--- src/rtl/rs_pkg.sv ---
package rs_pkg;

    typedef enum logic [1:0] {
        SLOT_IDLE = 2'd0,
        SLOT_HOLD = 2'd1,
        SLOT_BUSY = 2'd2
    } slot_st_e;

endpackage

--- src/rtl/rs_pick.sv ---
module rs_pick #(
    parameter int N     = 4,
    parameter int IDX_W = (N > 1) ? $clog2(N) : 1
) (
    input  logic [N-1:0]     req,
    output logic             any,
    output logic [IDX_W-1:0] idx,
    output logic [N-1:0]     gnt
);

    // scan from the top so the lowest requesting index wins
    always_comb begin
        any = 1'b0;
        idx = '0;
        gnt = '0;
        for (int i = N - 1; i >= 0; i--) begin
            if (req[i]) begin
                any = 1'b1;
                idx = IDX_W'(i);
                gnt = N'(1) << i;
            end
        end
    end

endmodule

--- src/rtl/rs_slot.sv ---
module rs_slot
    import rs_pkg::*;
#(
    parameter int DATA_W = 32,
    parameter int TAG_W  = 4,
    parameter int OP_W   = 2
) (
    input  logic              clk,
    input  logic              rst_n,
    input  logic              flush,
    input  logic              load,
    input  logic              fire,
    input  logic [OP_W-1:0]   ld_op,
    input  logic [TAG_W-1:0]  ld_dst,
    input  logic              ld_a_rdy,
    input  logic [DATA_W-1:0] ld_a_val,
    input  logic [TAG_W-1:0]  ld_a_tag,
    input  logic              ld_b_rdy,
    input  logic [DATA_W-1:0] ld_b_val,
    input  logic [TAG_W-1:0]  ld_b_tag,
    input  logic              bus_valid,
    input  logic [TAG_W-1:0]  bus_tag,
    input  logic [DATA_W-1:0] bus_val,
    output logic              busy,
    output logic              ready,
    output logic [OP_W-1:0]   op,
    output logic [DATA_W-1:0] a_val,
    output logic [DATA_W-1:0] b_val,
    output logic [TAG_W-1:0]  dst
);

    typedef struct packed {
        slot_st_e          st;
        logic [OP_W-1:0]   op;
        logic [TAG_W-1:0]  dst;
        logic              a_ok;
        logic [DATA_W-1:0] a_v;
        logic [TAG_W-1:0]  a_t;
        logic              b_ok;
        logic [DATA_W-1:0] b_v;
        logic [TAG_W-1:0]  b_t;
    } slot_t;

    slot_t slot_q, slot_d;

    always_comb begin
        slot_d = slot_q;
        if (slot_q.st == SLOT_HOLD) begin
            if (bus_valid && !slot_q.a_ok && slot_q.a_t == bus_tag) begin
                slot_d.a_ok = 1'b1;
                slot_d.a_v  = bus_val;
            end
            if (bus_valid && !slot_q.b_ok && slot_q.b_t == bus_tag) begin
                slot_d.b_ok = 1'b1;
                slot_d.b_v  = bus_val;
            end
            if (fire) begin
                slot_d.st = SLOT_BUSY;
            end
        end
        if (slot_q.st == SLOT_BUSY && bus_valid && bus_tag == slot_q.dst) begin
            slot_d.st = SLOT_IDLE;
        end
        if (load) begin
            slot_d.st   = SLOT_HOLD;
            slot_d.op   = ld_op;
            slot_d.dst  = ld_dst;
            slot_d.a_t  = ld_a_tag;
            slot_d.b_t  = ld_b_tag;
            slot_d.a_ok = ld_a_rdy | (bus_valid && ld_a_tag == bus_tag);
            slot_d.a_v  = ld_a_rdy ? ld_a_val : bus_val;
            slot_d.b_ok = ld_b_rdy | (bus_valid && ld_b_tag == bus_tag);
            slot_d.b_v  = ld_b_rdy ? ld_b_val : bus_val;
        end
        if (flush) begin
            slot_d.st = SLOT_IDLE;
        end
    end

    always_ff @(posedge clk or negedge rst_n) begin
        if (!rst_n) begin
            slot_q <= '0;
        end else begin
            slot_q <= slot_d;
        end
    end

    assign busy  = (slot_q.st != SLOT_IDLE);
    assign ready = (slot_q.st == SLOT_HOLD) && slot_q.a_ok && slot_q.b_ok;
    assign op    = slot_q.op;
    assign a_val = slot_q.a_v;
    assign b_val = slot_q.b_v;
    assign dst   = slot_q.dst;

endmodule

--- src/rtl/resv_station.sv ---
module resv_station #(
    parameter int NSLOT   = 4,
    parameter int DATA_W  = 32,
    parameter int TAG_W   = 4,
    parameter int OP_W    = 2,
    parameter int SLOT_IW = (NSLOT > 1) ? $clog2(NSLOT) : 1
) (
    input  logic               clk,
    input  logic               rst_n,
    input  logic               flush,
    input  logic               rob_free,
    input  logic               iss_valid,
    input  logic [OP_W-1:0]    iss_op,
    input  logic [TAG_W-1:0]   iss_dst,
    input  logic               iss_a_rdy,
    input  logic [DATA_W-1:0]  iss_a_val,
    input  logic [TAG_W-1:0]   iss_a_tag,
    input  logic               iss_b_rdy,
    input  logic [DATA_W-1:0]  iss_b_val,
    input  logic [TAG_W-1:0]   iss_b_tag,
    output logic               iss_ready,
    input  logic               bus_valid,
    input  logic [TAG_W-1:0]   bus_tag,
    input  logic [DATA_W-1:0]  bus_val,
    output logic               disp_valid,
    output logic [SLOT_IW-1:0] disp_slot,
    output logic [OP_W-1:0]    disp_op,
    output logic [DATA_W-1:0]  disp_a,
    output logic [DATA_W-1:0]  disp_b,
    output logic [TAG_W-1:0]   disp_dst
);

    logic [NSLOT-1:0]   busy_vec;
    logic [NSLOT-1:0]   rdy_vec;
    logic [NSLOT-1:0]   free_gnt;
    logic [NSLOT-1:0]   rdy_gnt;
    logic [NSLOT-1:0]   load_vec;
    logic [NSLOT-1:0]   fire_vec;
    logic               free_any;
    logic               rdy_any;
    logic [SLOT_IW-1:0] free_idx;
    logic [SLOT_IW-1:0] rdy_idx;
    logic               accept;

    logic [OP_W-1:0]   s_op  [NSLOT];
    logic [DATA_W-1:0] s_a   [NSLOT];
    logic [DATA_W-1:0] s_b   [NSLOT];
    logic [TAG_W-1:0]  s_dst [NSLOT];

    rs_pick #(.N(NSLOT), .IDX_W(SLOT_IW)) i_free_pick (
        .req (~busy_vec),
        .any (free_any),
        .idx (free_idx),
        .gnt (free_gnt)
    );

    rs_pick #(.N(NSLOT), .IDX_W(SLOT_IW)) i_rdy_pick (
        .req (rdy_vec),
        .any (rdy_any),
        .idx (rdy_idx),
        .gnt (rdy_gnt)
    );

    assign iss_ready  = free_any & rob_free;
    assign accept     = iss_valid & iss_ready & ~flush;
    assign load_vec   = accept ? free_gnt : '0;
    assign disp_valid = rdy_any & ~flush;
    assign fire_vec   = disp_valid ? rdy_gnt : '0;

    for (genvar g = 0; g < NSLOT; g++) begin : g_slot
        rs_slot #(.DATA_W(DATA_W), .TAG_W(TAG_W), .OP_W(OP_W)) i_slot (
            .clk       (clk),
            .rst_n     (rst_n),
            .flush     (flush),
            .load      (load_vec[g]),
            .fire      (fire_vec[g]),
            .ld_op     (iss_op),
            .ld_dst    (iss_dst),
            .ld_a_rdy  (iss_a_rdy),
            .ld_a_val  (iss_a_val),
            .ld_a_tag  (iss_a_tag),
            .ld_b_rdy  (iss_b_rdy),
            .ld_b_val  (iss_b_val),
            .ld_b_tag  (iss_b_tag),
            .bus_valid (bus_valid),
            .bus_tag   (bus_tag),
            .bus_val   (bus_val),
            .busy      (busy_vec[g]),
            .ready     (rdy_vec[g]),
            .op        (s_op[g]),
            .a_val     (s_a[g]),
            .b_val     (s_b[g]),
            .dst       (s_dst[g])
        );
    end

    assign disp_slot = rdy_idx;
    assign disp_op   = s_op[rdy_idx];
    assign disp_a    = s_a[rdy_idx];
    assign disp_b    = s_b[rdy_idx];
    assign disp_dst  = s_dst[rdy_idx];

endmodule


--- config.mk ---
export PLATFORM = sky130hd
export DESIGN_NAME = resv_station
export DESIGN_NICKNAME = d
export VERILOG_FILES = /design/src/rtl/rs_pkg.sv /design/src/rtl/rs_pick.sv /design/src/rtl/rs_slot.sv /design/src/rtl/resv_station.sv
export SDC_FILE = /design/constraint.sdc
export NUM_CORES = 1
export LEC_CHECK = 0
export ABC_CLOCK_PERIOD_IN_PS = 1900
export BUFFER_PORTS_ARGS = -buffer_cell sky130_fd_sc_hd__buf_2
export CAP_MARGIN = 20
export CORE_AREA = 2 2 215 217
export DETAILED_ROUTE_END_ITERATION = 7
export DIE_AREA = 0 0 217 219
export SLEW_MARGIN = 25
export SYNTH_ARGS = -nofsm -noshare
export SYNTH_HDL_FRONTEND = slang
export SYNTH_SLANG_ARGS = --single-unit
--- constraint.sdc ---
create_clock -name clk -period 1.9 [get_ports clk]
set_clock_uncertainty 0.05 [all_clocks]
set_input_delay 0.19 -clock clk [delete_from_list [all_inputs] [get_ports clk]]
set_output_delay 0.19 -clock clk [all_outputs]
set_load 0.01 [all_outputs]
# --- After elaboration in Yosys (flattened, before gate mapping) ---
# Index checks and enable logic that the tools add are counted.
classes:
  reduce_logical: 78
  n_bitwise: 9
  order_cmp: 1
  eq_ne: 22
  n_mux: 72
op_table:
  columns: ["op", "n"]
  rows:
  - ["$mux W33", 16]
  - ["$mux W82", 4]
  - ["$mux W32", 6]
  - ["$bmux W32 S2", 2]
  - ["$eq A4 B4 Y1", 14]
  - ["$mux W4", 12]
  - ["$mux W2", 22]
  - ["$logic_and A1 B1 Y1", 34]
  - ["$reduce_bool A2 Y1", 16]
  - ["$reduce_bool A4 Y1", 8]
  - ["$reduce_and A2 Y1", 12]
  - ["$bmux W4 S2", 1]
  - ["$eq A2 B1 Y1 const B", 4]
  - ["$eq A2 B2 Y1 const B", 4]
  - ["$logic_not A1 Y1", 8]
  - ["$mux W1", 8]
  - ["$and A1 B1 Y1", 4]
  - ["$bmux W2 S2", 1]
  - ["$not A4 Y4", 1]
  - ["$ge A3 B3 Y1 const B", 1]
  - ["$not A2 Y3", 1]
  - ["$or A1 B1 Y1", 2]
  - ["$not A1 Y1", 1]
totals:
  output_inout_bits: 74
  in_bits: 122
  register_bits: 328

# --- Logic depth before layout (Yosys ltp) ---
depth:
  ltp_word: 14
  depth_mapped: 8

# --- By module ---
# A second synthesis with hierarchy kept.
unflattened:
  cells_unflattened: 2315
  hier_area_um2: 23157.2
by_module_without_submodules:
  columns: ["mod", "n_inst", "area_per_inst_um2", "cells_per_inst", "seq_area_each_um2"]
  rows:
  - ["rs_slot", 4, 5295.1, 548, 2052.0]
  - ["resv_station", 1, 1854.3, 101, 0.0]
  - ["rs_pick", 2, 61.3, 11, 0.0]

# --- Least setup slack after synthesis ---
# Ideal clock, no wire load.
synth_timing:
  path_type: "flip-flop to flip-flop"
  start: "register g_slot[3].i_slot.slot_q[81] (netlist bit)"
  end: "register g_slot[3].i_slot.slot_q, in the netlist g_slot[3].i_slot.b_val[18]"
  t_arrival_ns: 1.863
  synth_period_minus_slack_ns: 2.036
  setup_slack_ns: -0.136
  stages_incl_launch_ff: 7
  cell_sequence: "dfrtp_1 -> or2_1 -> or4_4 -> buf_6 -> buf_6 -> or3_1 -> o221a_2"
synth_via:
  elab_chain_len: 12
synth_lines:
  columns: ["item", "line_no", "rtl"]
  rows:
  - ["start, declared", "rs_slot.sv:44", "slot_t slot_q, slot_d;"]
  - ["start signal, assigned", "rs_slot.sv:84", "slot_q <= slot_d;"]
  - ["$reduce_bool A2 Y1", "rs_slot.sv:88", "assign busy = (slot_q.st != SLOT_IDLE);"]
  - ["$not A4 Y4", "resv_station.sv:51", ".req (~busy_vec),"]
  - ["$mux W1 (4 in a row)", "rs_pick.sv:17", "if (req[i]) begin"]
  - ["$and A1 B1 Y1", "resv_station.sv:64", "assign iss_ready = free_any & rob_free;"]
  - ["$and A1 B1 Y1 (2 in a row)", "resv_station.sv:65", "assign accept = iss_valid & iss_ready & ~flush;"]
  - ["$mux W4", "resv_station.sv:66", "assign load_vec = accept ? free_gnt : '0;"]
  - ["$reduce_bool A2 Y1 (no source line)", null, null]
  - ["$reduce_and A2 Y1 (no source line)", null, null]
# Parallel ways exist; a longest one is shown, timed or not.
# A chain may end at the register's enable or synchronous reset.

# --- Final worst setup path ---
layout_timing:
  start: "register g_slot[2].i_slot.slot_q[81] (netlist bit)"
  end: "output disp_a[11]"
layout_via:
  elab_chain_len: 10
layout_lines:
  columns: ["item", "line_no", "rtl"]
  rows:
  - ["start, declared", "rs_slot.sv:44", null]
  - ["start signal, assigned", "rs_slot.sv:84", null]
  - ["$eq A2 B1 Y1", "rs_slot.sv:89", "assign ready = (slot_q.st == SLOT_HOLD) && slot_q.a_ok && slot_q.b_ok;"]
  - ["$logic_and A1 B1 Y1 (2 in a row)", "rs_slot.sv:89", null]
  - ["$mux W2 (3 in a row)", "rs_pick.sv:17", null]
  - ["$not A2 Y3 (implied by the code)", "resv_station.sv:99", "assign disp_a = s_a[rdy_idx];"]
  - ["$bmux W32 S2", "resv_station.sv:99", null]
  - ["$mux W32 (implied by the code) (2 in a row)", "resv_station.sv:99", null]
  - ["end, declared", "resv_station.sv:28", "output logic [DATA_W-1:0] disp_a,"]
# No other way between the ends. The select of a mux whose other input is x is not followed.

==> run summary <==
Job
* **Max Cap Viol** 0

Drt
* **number of DRC markers after the initial detailed-route iteration** 1,435
* **DRT antenna net count** 0
* **drt via density** 5.886
* **remaining routing DRC violations** 0
* **1st-pass router iterations** 5
* **Vias** 15,660
* **average routed wire per standard cell** 25.84 um
* **total wirelength of the detailed-routed design** 68,730 um

STA
* **setup repair after global routing missed its margin** true
* **max-slew violation total from the final report** 0
* **hold violation total from the final report** 0
* **setup-violating endpoint count in the final report** 301
* **setup slack after layout** -0.9643 ns
* **peak clock frequency supported by timing** 349.1 MHz
* **Rel. slew slack** 0.5578
* **share of the clock period used by the worst path** 1.508
* **final period demand of the worst path** 2.864 ns
* **transition at the pin with the smallest max-transition slack** 0.6602 ns

Yosys
* **adder and majority cell fraction of the synthesized area** 0
* **part of the Yosys area used for sequential elements** 0.4706
* **syn avg cell area** 10.90 um^2
* **Compound-Gate Fraction of Synth Area** 0.1750
* **cells taking the most area after synthesis** dfrtp_1 47%, mux2i_1 12%, o221a_2 11%
* **count of flip-flops with a built-in enable after synthesis** 0
* **number of synthesized register bits** 328
* **library cell occupying the most area in the post-synthesis netlist** dfrtp_1
* **fraction of synthesized cell area taken by the top area cell type** 0.4706
* **cell count after synthesis** 1,600
* **combinational family with the most area after synthesis** compound AO/OA/AOI/OAI gates
* **YS warnings** 0
* **cell area after technology mapping** 0.01744 mm^2
* **Synth async-reset ratio** 1.000
* **Syn Nets** 1,722
* **most frequently used flop master after synthesis** dfrtp_1
* **Simple-Gate Fraction of Synth Area** 0.1501
* **distinct cell type count of the synthesized netlist** 47
* **proportion of synthesized area in mux cells** 0.1301
* **xor-xnor portion of the synthesized cell area** 0.02812

Critical path
* **Crit path max-delay family** buffers and inverters
* **Worst R2R Start** g_slot[3].i_slot.slot_q[81]
* **critical path fanouts, max** 8
* **critical path's largest stage delay** 0.40 ns
* **endpoint required time on the critical path** 1.66 ns
* **cells along the critical path** nand4b_1 -> a211oi_4 -> buf_6 -> buf_12 -> buf_12 -> mux2i_1 -> mux2i_1 -> buf_2
* **CP Capture Type** output port
* **start-to-end type of the worst setup path** reg -> out
* **kind of start point of the critical path** register
* **CP Launch Point** g_slot[2].i_slot.slot_q[81]
* **critical path's slowest cell** dfrtp_1
* **worst path arrival time** 2.62 ns
* **Buffers & Inverters on Critical Path** 4

Cells and area
* **Layout Area Growth over Synthesis** 44.77%
* **most used cells in the layout excluding fill and tap cells** 328 x dfrtp_1, 189 x buf_2, 177 x mux2i_1, 134 x nor2_1, 130 x nand2_1
* **final non-filler cell area** 0.02525 mm^2
* **commonest non-fill, non-tap cell in the layout** dfrtp_1
* **share of post-route cells with drive strength above 1** 0.4339
* **Sequential Area** 0.008208 mm^2
* **count of nets after finishing** 2,152
* **total of fill cells in the finished design** 3,798
* **multi-input logic area** 0.009688 mm^2
* **share of the core filled with cells** 0.5601

Clocking
* **TritonCTS clock tree** yes
* **maximum clock path buffer count** 3
* **clock-pin slew on the worst setup and hold paths** 0.06 ns
* **clock buffer count from CTS** 39
* **clock latency of the later-clocked register in the worst-skew pair** 0.56 ns
* **root buffer cell** clkbuf_16
* **H-tree lvl count** 2
* **Clock Sink Count** 328

Floorplan
* **Core ar.** 0.04509 mm^2
* **total I/O pin count** 196
* **DIE WIDTH** 217 um
* **Rows** 78
* **Die Outline Area** 0.04752 mm^2
* **Initial Utilization** 0.3869
* **Chip Height** 219 um

Power and ir drop
* **worst voltage drop across the vdd grid** 0.6224 mV
* **leakage power total** 11.01 nW
* **power density over the cells** 946.0 mW/mm^2

GRT
* **vias in the first global route** 15,620
* **number of antenna violations at the first check in global routing** 6
* **first-pass GRT wire length** 97,700 um
* **largest net degree at the start of global routing** 82
* **GRT Resource Usage Total** 0.2674
* **overall overflow remaining after global route** 0

Status
* **violations in the final reports** negative setup slack
* **run status** finished, violations left

Placed design
* **Final Wtd Congestion** 0.8502
* **worst slack at placement** -0.4119 ns
* **cell area reported after detailed placement** 0.02039 mm^2
* **final HPWL from detailed placement** 40,520 um
* **IO Port Bufs** 195

Hold path
* **startpoint of the most critical hold path** bus_val[17]
* **class of the tightest hold or removal check** in -> reg

## where the power goes
| group | total, W | internal [W] | leakage, nW | switching (W) |
|---|---|---|---|---|
| Sequential | 0.00996 | 0.00870 | 4.10 | 0.00126 |
| Clock | 0.00745 | 0.00440 | 0.621 | 0.00305 |
| Combinational | 0.00648 | 0.00363 | 6.29 | 0.00285 |
## kinds of logic after synthesis
family,after synthesis
mux,225
compound gates,299
buf+inv,173
flops,328
xor+xnor,56
simple gates,519
## metal layers
layer	global-route usage	wire [um]
met3	0.03770	4454
met4	0.08858	2512
met5	0	27
met1	0.3601	29200
met2	0.4436	32530
## final timing paths
kind                                                to  slack, ns  cells after the start
hold / removal              g_slot[3].i_slot.b_val[17]       0.04                      2
max in group asynchronous  g_slot[1].i_slot.slot_q[40]       0.93                      3
min in group asynchronous   g_slot[3].i_slot.a_val[11]       0.07                      2
setup / recovery                            disp_a[11]      -0.96                      8
hold reg to reg                 g_slot[1].i_slot.op[0]       0.43                      2
setup reg to reg             g_slot[3].i_slot.b_val[8]      -0.45                      7
## cell usage after synthesis, drive strengths merged, types with 10 or more instances
cell,number
xor2,40
nand3b,37
or2,133
or3,32
inv,38
dfrtp,328
xnor2,16
nand2,133
buf,91
mux2,14
nor2,141
mux2i,211
nor3,10
clkbuf,44
o221a,192
a221oi,64
## cell type report
class,instances,area share
Sequential cell,328,0.3250
Inverter,38,0.005748
Clock inverter,6,0.001437
Tap cell,600,0.02973
Timing Repair Buffer,522,0.2056
Antenna cell,4,0.0003964
Clock buffer,61,0.04836
Multi-Input combinational cell,1101,0.3837
## timing repair
item	CTS	global route
hold buffers	110	0
pin swaps	8	67
resized for setup	93	200
gates cloned	13	21
endpoints found under the hold margin	615	0
buffers inserted	26	22
endpoints found under the setup margin	336	375
## stage by stage
stage               TNS [ns]  std cells  total power, W  hold WS, ns
floorplan             -2.755       1600         0.01307      -0.1556
global placement      -56.91       2412         0.01517      0.06406
detailed placement    -67.23       2412         0.01534      0.06701
CTS                  -116.79       2624         0.02312     0.005102
global route         -123.96       2658         0.02491      0.04292
finish               -105.15       2660         0.02389      0.03923
## sequential cells by signal, summed over array words and instances, names as in the netlist
signal / cells
g_slot.i_slot.slot_q: 48
g_slot.i_slot.b_val: 128
g_slot.i_slot.op: 8
g_slot.i_slot.a_val: 128
g_slot.i_slot.dst: 16
(Power assumes the default switching activity.)
